<file path="src/rtl/goe_pkg.sv">
// Package goe_pkg
// Shared encoding for the halt behaviour selector of the grouped output
// enable controller. Assumes the selector is a 2-bit host field.
package goe_pkg;
    typedef enum logic [1:0] {
        HM_HOLD = 2'b00,
        HM_TRI  = 2'b01,
        HM_ZERO = 2'b10,
        HM_ALT  = 2'b11
    } halt_mode_e;
endpackage

</file>
<file path="src/rtl/goe_dir_lock.sv">
// Module goe_dir_lock
// Holds the port direction (1 = output). The direction can be rewritten only
// while the sequencer is halted. Assumes run and dir_wr are synchronous to clk.
module goe_dir_lock (
    input  logic clk,
    input  logic rst_n,
    input  logic run,
    input  logic dir_wr,
    input  logic dir_val,
    output logic dir_q
);
    // Direction register: it takes a write only in the halt state.
    always_ff @(posedge clk) begin
        if (!rst_n)
            dir_q <= 1'b0;
        else if (dir_wr && !run)
            dir_q <= dir_val;
    end

    // a write during a run leaves the direction unchanged
    p_dir_locked_r6: assert property (@(posedge clk) disable iff (!rst_n)
        (run && dir_wr) |=> $stable(dir_q));
endmodule

</file>
<file path="src/rtl/goe_vec_hold.sv">
// Module goe_vec_hold
// Captures the pattern vector and the per-step group enables on each step
// during a run, so that they keep being driven, or can be replayed, after a
// halt. Assumes step_valid is a one-cycle strobe for each step.
module goe_vec_hold #(
    parameter int CH_W  = 32,
    parameter int N_GRP = 4
) (
    input  logic             clk,
    input  logic             rst_n,
    input  logic             run,
    input  logic             step_valid,
    input  logic [CH_W-1:0]  pat_data,
    input  logic [N_GRP-1:0] step_grp_en,
    output logic [CH_W-1:0]  last_vec,
    output logic [N_GRP-1:0] step_en_q
);
    logic capture;

    // A step counts only while running.
    always_comb capture = run && step_valid;

    // Vector and step-enable registers, loaded on each counted step.
    always_ff @(posedge clk) begin
        if (!rst_n) begin
            last_vec  <= '0;
            step_en_q <= '0;
        end else if (capture) begin
            last_vec  <= pat_data;
            step_en_q <= step_grp_en;
        end
    end

    // steps offered while halted do not disturb the held vector
    p_halt_keeps_vec_r3: assert property (@(posedge clk) disable iff (!rst_n)
        !run |=> $stable(last_vec));
endmodule

</file>
<file path="src/rtl/goe_grp_drive.sv">
// Module goe_grp_drive
// Output stage for one group of channels. It chooses the data and the single
// group enable from the run state, the halt mode and the three enable
// sources. Purely combinational. Assumes mode is only used while halted.
module goe_grp_drive
    import goe_pkg::*;
#(
    parameter int GRP_W = 8
) (
    input  logic             run,
    input  halt_mode_e       mode,
    input  logic             dir_out,
    input  logic             step_en,
    input  logic             host_en,
    input  logic             ext_en,
    input  logic [GRP_W-1:0] vec,
    output logic [GRP_W-1:0] d,
    output logic [GRP_W-1:0] oe
);
    logic live_en;
    logic grp_en;

    // Enable sources that act at once, whatever the run state.
    always_comb live_en = dir_out && host_en && ext_en;

    // Pick the group enable and the data from the run state and the halt mode.
    always_comb begin
        grp_en = live_en && step_en;
        d      = vec;
        if (!run) begin
            unique case (mode)
                HM_TRI:  grp_en = 1'b0;
                HM_ZERO: begin
                    grp_en = live_en;
                    d      = '0;
                end
                default: grp_en = live_en && step_en;
            endcase
        end
    end

    // Fan the group enable out to every channel of the group.
    always_comb oe = {GRP_W{grp_en}};
endmodule

</file>
<file path="src/rtl/grouped_oe_ctrl.sv">
// Module grouped_oe_ctrl
// Top of the grouped output enable controller. It splits the channel bus into
// fixed groups, gates each group with step, host and external enables,
// applies the direction lock, and applies the halt behaviour.
// Assumes CH_W is a multiple of GRP_W.
module grouped_oe_ctrl
    import goe_pkg::*;
#(
    parameter  int CH_W  = 32,
    parameter  int GRP_W = 8,
    localparam int N_GRP = CH_W / GRP_W
) (
    input  logic             clk,
    input  logic             rst_n,
    input  logic             run,
    input  logic             step_valid,
    input  logic [CH_W-1:0]  pat_data,
    input  logic [N_GRP-1:0] step_grp_en,
    input  logic [N_GRP-1:0] host_grp_en,
    input  logic [N_GRP-1:0] ext_grp_en,
    input  logic [1:0]       halt_mode,
    input  logic             dir_wr,
    input  logic             dir_val,
    output logic [CH_W-1:0]  dout,
    output logic [CH_W-1:0]  doe
);
    logic             dir_q;
    logic [CH_W-1:0]  last_vec;
    logic [N_GRP-1:0] step_en_q;
    halt_mode_e       mode;

    // Decode the host halt-mode field.
    always_comb mode = halt_mode_e'(halt_mode);

    goe_dir_lock u_dir (
        .clk     (clk),
        .rst_n   (rst_n),
        .run     (run),
        .dir_wr  (dir_wr),
        .dir_val (dir_val),
        .dir_q   (dir_q)
    );

    goe_vec_hold #(.CH_W(CH_W), .N_GRP(N_GRP)) u_hold (
        .clk         (clk),
        .rst_n       (rst_n),
        .run         (run),
        .step_valid  (step_valid),
        .pat_data    (pat_data),
        .step_grp_en (step_grp_en),
        .last_vec    (last_vec),
        .step_en_q   (step_en_q)
    );

    for (genvar g = 0; g < N_GRP; g++) begin : g_grp
        goe_grp_drive #(.GRP_W(GRP_W)) u_drv (
            .run     (run),
            .mode    (mode),
            .dir_out (dir_q),
            .step_en (step_en_q[g]),
            .host_en (host_grp_en[g]),
            .ext_en  (ext_grp_en[g]),
            .vec     (last_vec[g*GRP_W +: GRP_W]),
            .d       (dout[g*GRP_W +: GRP_W]),
            .oe      (doe[g*GRP_W +: GRP_W])
        );

        // a group's channels always agree on their enable
        p_group_uniform_r2: assert property (@(posedge clk) disable iff (!rst_n)
            ($countones(doe[g*GRP_W +: GRP_W]) == 0) ||
            ($countones(doe[g*GRP_W +: GRP_W]) == GRP_W));

        // dropping the host or the external enable releases the group
        p_live_cut_r5: assert property (@(posedge clk) disable iff (!rst_n)
            (!host_grp_en[g] || !ext_grp_en[g]) |-> (doe[g*GRP_W +: GRP_W] == '0));
    end

    // input direction never drives
    p_input_no_drive_r7: assert property (@(posedge clk) disable iff (!rst_n)
        !dir_q |-> (doe == '0));

    // tri-state halt releases every driver
    p_tristate_halt_r9: assert property (@(posedge clk) disable iff (!rst_n)
        (!run && halt_mode == 2'b01) |-> (doe == '0));

    // zero halt drives a zero bus
    p_zero_halt_r10: assert property (@(posedge clk) disable iff (!rst_n)
        (!run && halt_mode == 2'b10) |-> (dout == '0));
endmodule

</file>
<file path="config.mk">
export PLATFORM = sky130hd
export DESIGN_NAME = grouped_oe_ctrl
export DESIGN_NICKNAME = d
export VERILOG_FILES = /design/src/rtl/goe_pkg.sv /design/src/rtl/goe_dir_lock.sv /design/src/rtl/goe_vec_hold.sv /design/src/rtl/goe_grp_drive.sv /design/src/rtl/grouped_oe_ctrl.sv
export SDC_FILE = /design/constraint.sdc
export NUM_CORES = 1
export LEC_CHECK = 0
export BUFFER_PORTS_ARGS = -buffer_cell sky130_fd_sc_hd__clkbuf_2
export CORE_MARGIN = 2
export CORE_UTILIZATION = 48
export CTS_CLUSTER_DIAMETER = 120
export CTS_CLUSTER_SIZE = 8
export DETAILED_ROUTE_END_ITERATION = 16
export HOLD_SLACK_MARGIN = 0.08
export PLACE_DENSITY = 0.91
export SYNTH_ARGS = -nofsm -noshare
export SYNTH_HDL_FRONTEND = slang
export SYNTH_SLANG_ARGS = --single-unit
export TNS_END_PERCENT = 10
</file>
<file path="constraint.sdc">
create_clock -name clk -period 2.25 [get_ports clk]
set_input_delay 0.1125 -clock clk [delete_from_list [all_inputs] [get_ports clk]]
set_output_delay 0.1125 -clock clk [all_outputs]
set_load 0.01 [all_outputs]
</file>
==> reports/summary.txt, run 1 <==
post-CTS sizing = 0
Setup Skew = 0 ps
largest net degree at the start of global routing = 38
slowest cell on the critical path = a21oi_1
GRT Overall Usage = 22.7%
Synth async-reset ratio = 0%
num ports = 116
total power = 1.50 mW
min-delay worst type = in2reg
Syn Nets = 299
cell count after synthesis = 246
final RePlAce weighted congestion = 0.692
Core Util, Final = 69.0%
max_slew headroom = 55.0%
Residual DRC = 0
worst slew pin tran = 673 ps
Yosys cell types = 23
first-pass GRT wire length = 8930 um
dominant cell type by area after synthesis = dfxtp_1
status = finished clean
Non-Filler Instances = 406
DR vias/cell = 4.77
# clock sinks = 37
ant diodes = 0
placed instance area = 2360 um^2
initial antenna violation count = 0
die area = 4850 um^2
Area Growth Syn to Fin = 36.3%
vias in the first global route = 1991
Min Clock Period, post-route = 1610 ps
latest clock arrival within the worst-skew pair = 280 ps
fill cell count = 303
Starting DRT DRC Count = 74
Post-CTS Hold Buffers = 35
Peak VDD IR = 0.396 mV
top-count cell post-synth = nand2_1
delay-heaviest family, CP = compound AO/OA/AOI/OAI gates
Top FF cell, synth = dfxtp_1
dominant cells by area after synthesis = dfxtp_1, a21boi_2, nand2_1, buf_4, and2_1
die height = 69.6 um
clk slew on worst S/H paths = 60 ps
post-route cell area = 2820 um^2
worst path bufs/invs = 3
final wirelength = 5260 um
Placed Instances = 364
Die X-Extent = 69.6 um
# setup viols final = 0
kind of critical path = in2out
Power Dens Cells = 534 nW/um^2
routed len/inst = 12.9 um
synth warn = 0
final worst slack = 637 ps
worst hold slack = 78.1 ps
worst path cell trace = clkbuf_2, inv_1, ha_1, nor2_1, nand2_1, a21oi_1, clkbuf_2
H-tree depth = 2
fin nets = 409
CP endpoint kind = output port
crit path DAT = 1500 ps
Final Max Slew Viols = 0
FMAX = 620 MHz
Final Hold Fails = 0
GRT overflow = 0
share of layout cells above drive strength 1 = 43.3%
sequential share of the synthesized area = 35.8%
Row Count = 23
dpl ws = 648 ps
TritonCTS buffer count = 5
Initial Util = 50.6%
CP startpoint kind = input port
Synth top cells by count = nand2_1, dfxtp_1, buf_4
Detail Route Antenna Nets = 0
postcts setup bufs = 0
CTS tree = done
RSZ-0062 raised after global routing = no
Post-Syn Area = 2070 um^2
most used cell, CP = clkbuf_2
core area = 4090 um^2
IO Port Bufs = 115
synthesized flop and latch total = 37
syn avg cell area = 8.40 um^2
Pre-antenna DRT Iters = 4
clk root buf = clkbuf_8
via count = 1936
# Max-Cap Violations = 0
Yosys top cell area share = 35.8%
EDFF count, synth = 0
final worst-path cycle share = 71.7%
leak pwr = 1.32 nW
DPL Wire Length = 3020 um
Critical Path RT = 2140 ps
CP Max Fanout = 8
max incr delay on CP = 460 ps
deepest clock path buffer count = 2
Setup TNS = 0 ps
state kept, by name (all words and copies together), names as in the netlist:
signal	count
u_hold.last_vec	32
u_dir.dir_q	1
u_hold.step_en_q	4
layout make-up:
class	instances	area, um^2	share of cell area [%]
Clock buffer	5	68.8	2.44
Clock inverter	2	35.0	1.24
Inverter	1	3.75	0.133
Multi-Input combinational cell	161	981	34.8
Sequential cell	37	741	26.3
Tap cell	50	62.6	2.22
Timing Repair Buffer	150	926	32.9
path summary, 6_finish.rpt:
kind | startpoint | to | slack, ps | cells after the start
worst max-delay path | halt_mode[0] | doe[1] | 640 | 7
worst min-delay path | pat_data[2] | u_hold.last_vec[2] | 80 | 3
worst max register to register | u_hold.last_vec[5] | u_hold.last_vec[5] | 1570 | 2
worst min register to register | u_hold.step_en_q[0] | u_hold.step_en_q[0] | 460 | 2
layout by cell type, fill, tap and decap left out:
cell type      count
nor2b_1            2
and2_4             1
mux2i_1            1
inv_1              1
ha_1               1
clkinv_2           1
nand2b_4           1
a21oi_1            4
clkbuf_2         115
nand3_1            4
a21boi_2          29
nor2_1             1
o21ai_0            4
a21boi_0           6
dfxtp_1           37
dlygate4sd3_1     35
clkbuf_8           5
and2_1            32
a21boi_1           1
nand2_2            1
nand2_1           73
bufinv_16          1
metal layers:
metal | vias up | routed length (um) | global-route usage (%)
li1 | 960 | - | -
met1 | 875 | 1990 | 24.5
met2 | 87 | 2750 | 41.6
met3 | 14 | 407 | 6.25
met4 | 0 | 106 | 9.19
met5 | - | 0 | 0
power breakdown:
part	switching [mW]	total, mW	internal, mW
sequential	0.0137	0.699	0.685
combinational	0.122	0.264	0.142
clock	0.219	0.541	0.322
total	0.355	1.50	1.15
worst min-delay path, stage by stage:
cell,delay (ps)
clkbuf_2,80
nand2_1,50
a21boi_0,70
cells by family after synthesis:
logic type	after synthesis	share of synthesized area, %
buf+inv	48	16.7
compound gates	44	20.3
fa+ha+maj	1	0.605
mux	1	0.484
simple gates	115	26.1
flops	37	35.8
Note: power is estimated with default switching activity, not from simulation.
==> run 2: changes to the inputs <==
- CORE_UTILIZATION: 48 -> 40
- PLACE_DENSITY: 0.91 -> 0.81
- clock period: 2.25 -> 1.4 ns (I/O delays scaled with it)
==> run 2 against run 1 <==
Effect of this change:
- power rose by 55%
- die area grew 19%
- first-iteration DRC count is 32% lower
- non-clock buffer count up 8
- critical path type unchanged
- sequential power increased by 60%
- worst setup slack worse by 480 ps
- design area is 3.0% higher
- sequential share of layout area shrank 0.72 points
- combinational power rose by 63%
- largest cell class is now non-clock buffers
- utilization fell by 11 points
- clock power grew 44%
==> reports/summary.txt, run 2 (synthesis results as in run 1) <==
Final Hold Fails = 0
Row Count = 26
Core Util, Final = 57.5%
# clock sinks = 37
CP startpoint kind = input port
biggest regs = u_hold.last_vec: 32 flops, u_hold.step_en_q: 4 flops, u_dir.dir_q: 1 flops
Detail Route Antenna Nets = 0
leak pwr = 1.36 nW
reg2reg setup slack = 780 ps
Peak VDD IR = 0.595 mV
kind of critical path = in2out
most frequent cells in the layout = clkbuf_2, nand2_1, dlygate4sd3_1, dfxtp_1, and2_1
# Max-Cap Violations = 0
Flop pwr share = 48.2%
Initial Util = 41.0%
worst hold slack = 216 ps
latest clock arrival within the worst-skew pair = 280 ps
Comb power frac = 18.4%
Non-Filler Instances = 435
Setup TNS = 0 ps
Die X-Extent = 75.9 um
Final Max Slew Viols = 0
initial antenna violation count = 0
routed len/inst = 11.8 um
TritonCTS buffer count = 5
CTS tree = done
Critical Path RT = 1330 ps
die area = 5760 um^2
Residual DRC = 0
fin nets = 417
final worst-path cycle share = 88.9%
max reg flops = 32
commonest non-fill, non-tap cell in the layout = clkbuf_2
ant diodes = 0
switching share of power = 25.5%
Power Internal = 1.74 mW
Psw = 594 uW
num ports = 116
FMAX = 803 MHz
GRT overflow = 0
IO Port Bufs = 115
final RePlAce weighted congestion = 0.656
RSZ-0062 raised after global routing = no
via count = 1916
Top reg by flops = u_hold.last_vec
vias in the first global route = 1767
Area Growth Syn to Fin = 40.4%
fill cell count = 445
status = finished clean
Starting DRT DRC Count = 50
Pre-antenna DRT Iters = 4
GRT Overall Usage = 17.6%
CP Max Fanout = 8
largest net degree at the start of global routing = 38
DR vias/cell = 4.40
clk slew on worst S/H paths = 70 ps
Setup Skew = 0 ps
max_slew headroom = 60.4%
die height = 75.9 um
min-delay worst type = in2reg
final wirelength = 5130 um
Min Clock Period, post-route = 1240 ps
first-pass GRT wire length = 7590 um
DPL Wire Length = 3120 um
H-tree depth = 2
clk root buf = clkbuf_8
share of layout cells above drive strength 1 = 44.4%
worst slew pin tran = 594 ps
deepest clock path buffer count = 2
Power Dens Cells = 803 nW/um^2
CP endpoint kind = output port
# setup viols final = 0
clock power share = 33.4%
postcts setup bufs = 0
crit path DAT = 1170 ps
core area = 5040 um^2
Placed Instances = 390
run 2: changes by cell type in the layout (fill, tap and decap cells not counted):
cell and change:
buf_4 +6, bufinv_16 -1, dfxtp_2 +1, dlygate4sd3_1 +2
clkbuf_8 +1, clkinv_4 +1, dfxtp_1 -1
run 2: worst paths after layout:
check / depth (start not counted) / endpoint / startpoint
worst min-delay path: 4 / u_dir.dir_q / dir_wr
worst max register to register: 2 / u_dir.dir_q / u_dir.dir_q
worst min register to register: 2 / u_hold.step_en_q[0] / u_hold.step_en_q[0]
worst max-delay path: 8 / doe[7] / halt_mode[0]
run 2: worst max-delay path: stages:
cell and delay [ps]:
clkbuf_2 70, inv_1 30, ha_1 330, nor2_1 100, nand2_1 110, a21oi_1 160, buf_4 170, clkbuf_2 140
run 2: power groups by stage:
| stage | logic (mW) | registers, mW | clock network [mW] |
|---|---|---|---|
| final | 0.430 | 1.12 | 0.778 |
| after global routing | 0.476 | 1.13 | 0.859 |
| after CTS | 0.428 | 1.12 | 0.824 |
| after detailed placement | 0.346 | 1.15 | 0 |
| after global placement | 0.340 | 1.14 | 0 |
| after floorplan | 0.225 | 1.14 | 0 |
run 2: metrics by stage:
| stage | power [mW] | worst slack (ps) | area (um^2) |
|---|---|---|---|
| 2_1_floorplan | 1.37 | 171 | 2070 |
| 4_1_cts | 2.37 | 77.9 | 2900 |
| 3_5_place_dp | 1.49 | 173 | 2430 |
| 6_report | 2.33 | 155 | 2900 |
| 3_3_place_gp | 1.48 | 181 | 2430 |
| 5_1_grt | 2.46 | 17.1 | 2900 |
run 2: layout make-up:
class / instances / area, um^2 / share of cell area (%)
tap: 70 / 87.6 / 3.02
inverter: 1 / 3.75 / 0.129
clock buffer: 6 / 82.6 / 2.85
clock inverter: 2 / 13.8 / 0.474
timing repair buffer: 158 / 991 / 34.2
multi-input combinational: 161 / 981 / 33.8
sequential: 37 / 742 / 25.6
run 2: layer usage:
metal	track usage (%)	up-vias	part of all wire, %
met3	4.76	4	7.2
met1	17.7	851	39
met2	34.9	81	53
met4	4.68	0	0.70
met5	0	-	0
li1	-	980	-
run 2: timing repair:
action	4_1_cts	5_1_grt
setup endpoints to repair	0	9
gates resized for setup	0	1
endpoints found under the hold margin	37	0
hold buffers	37	0
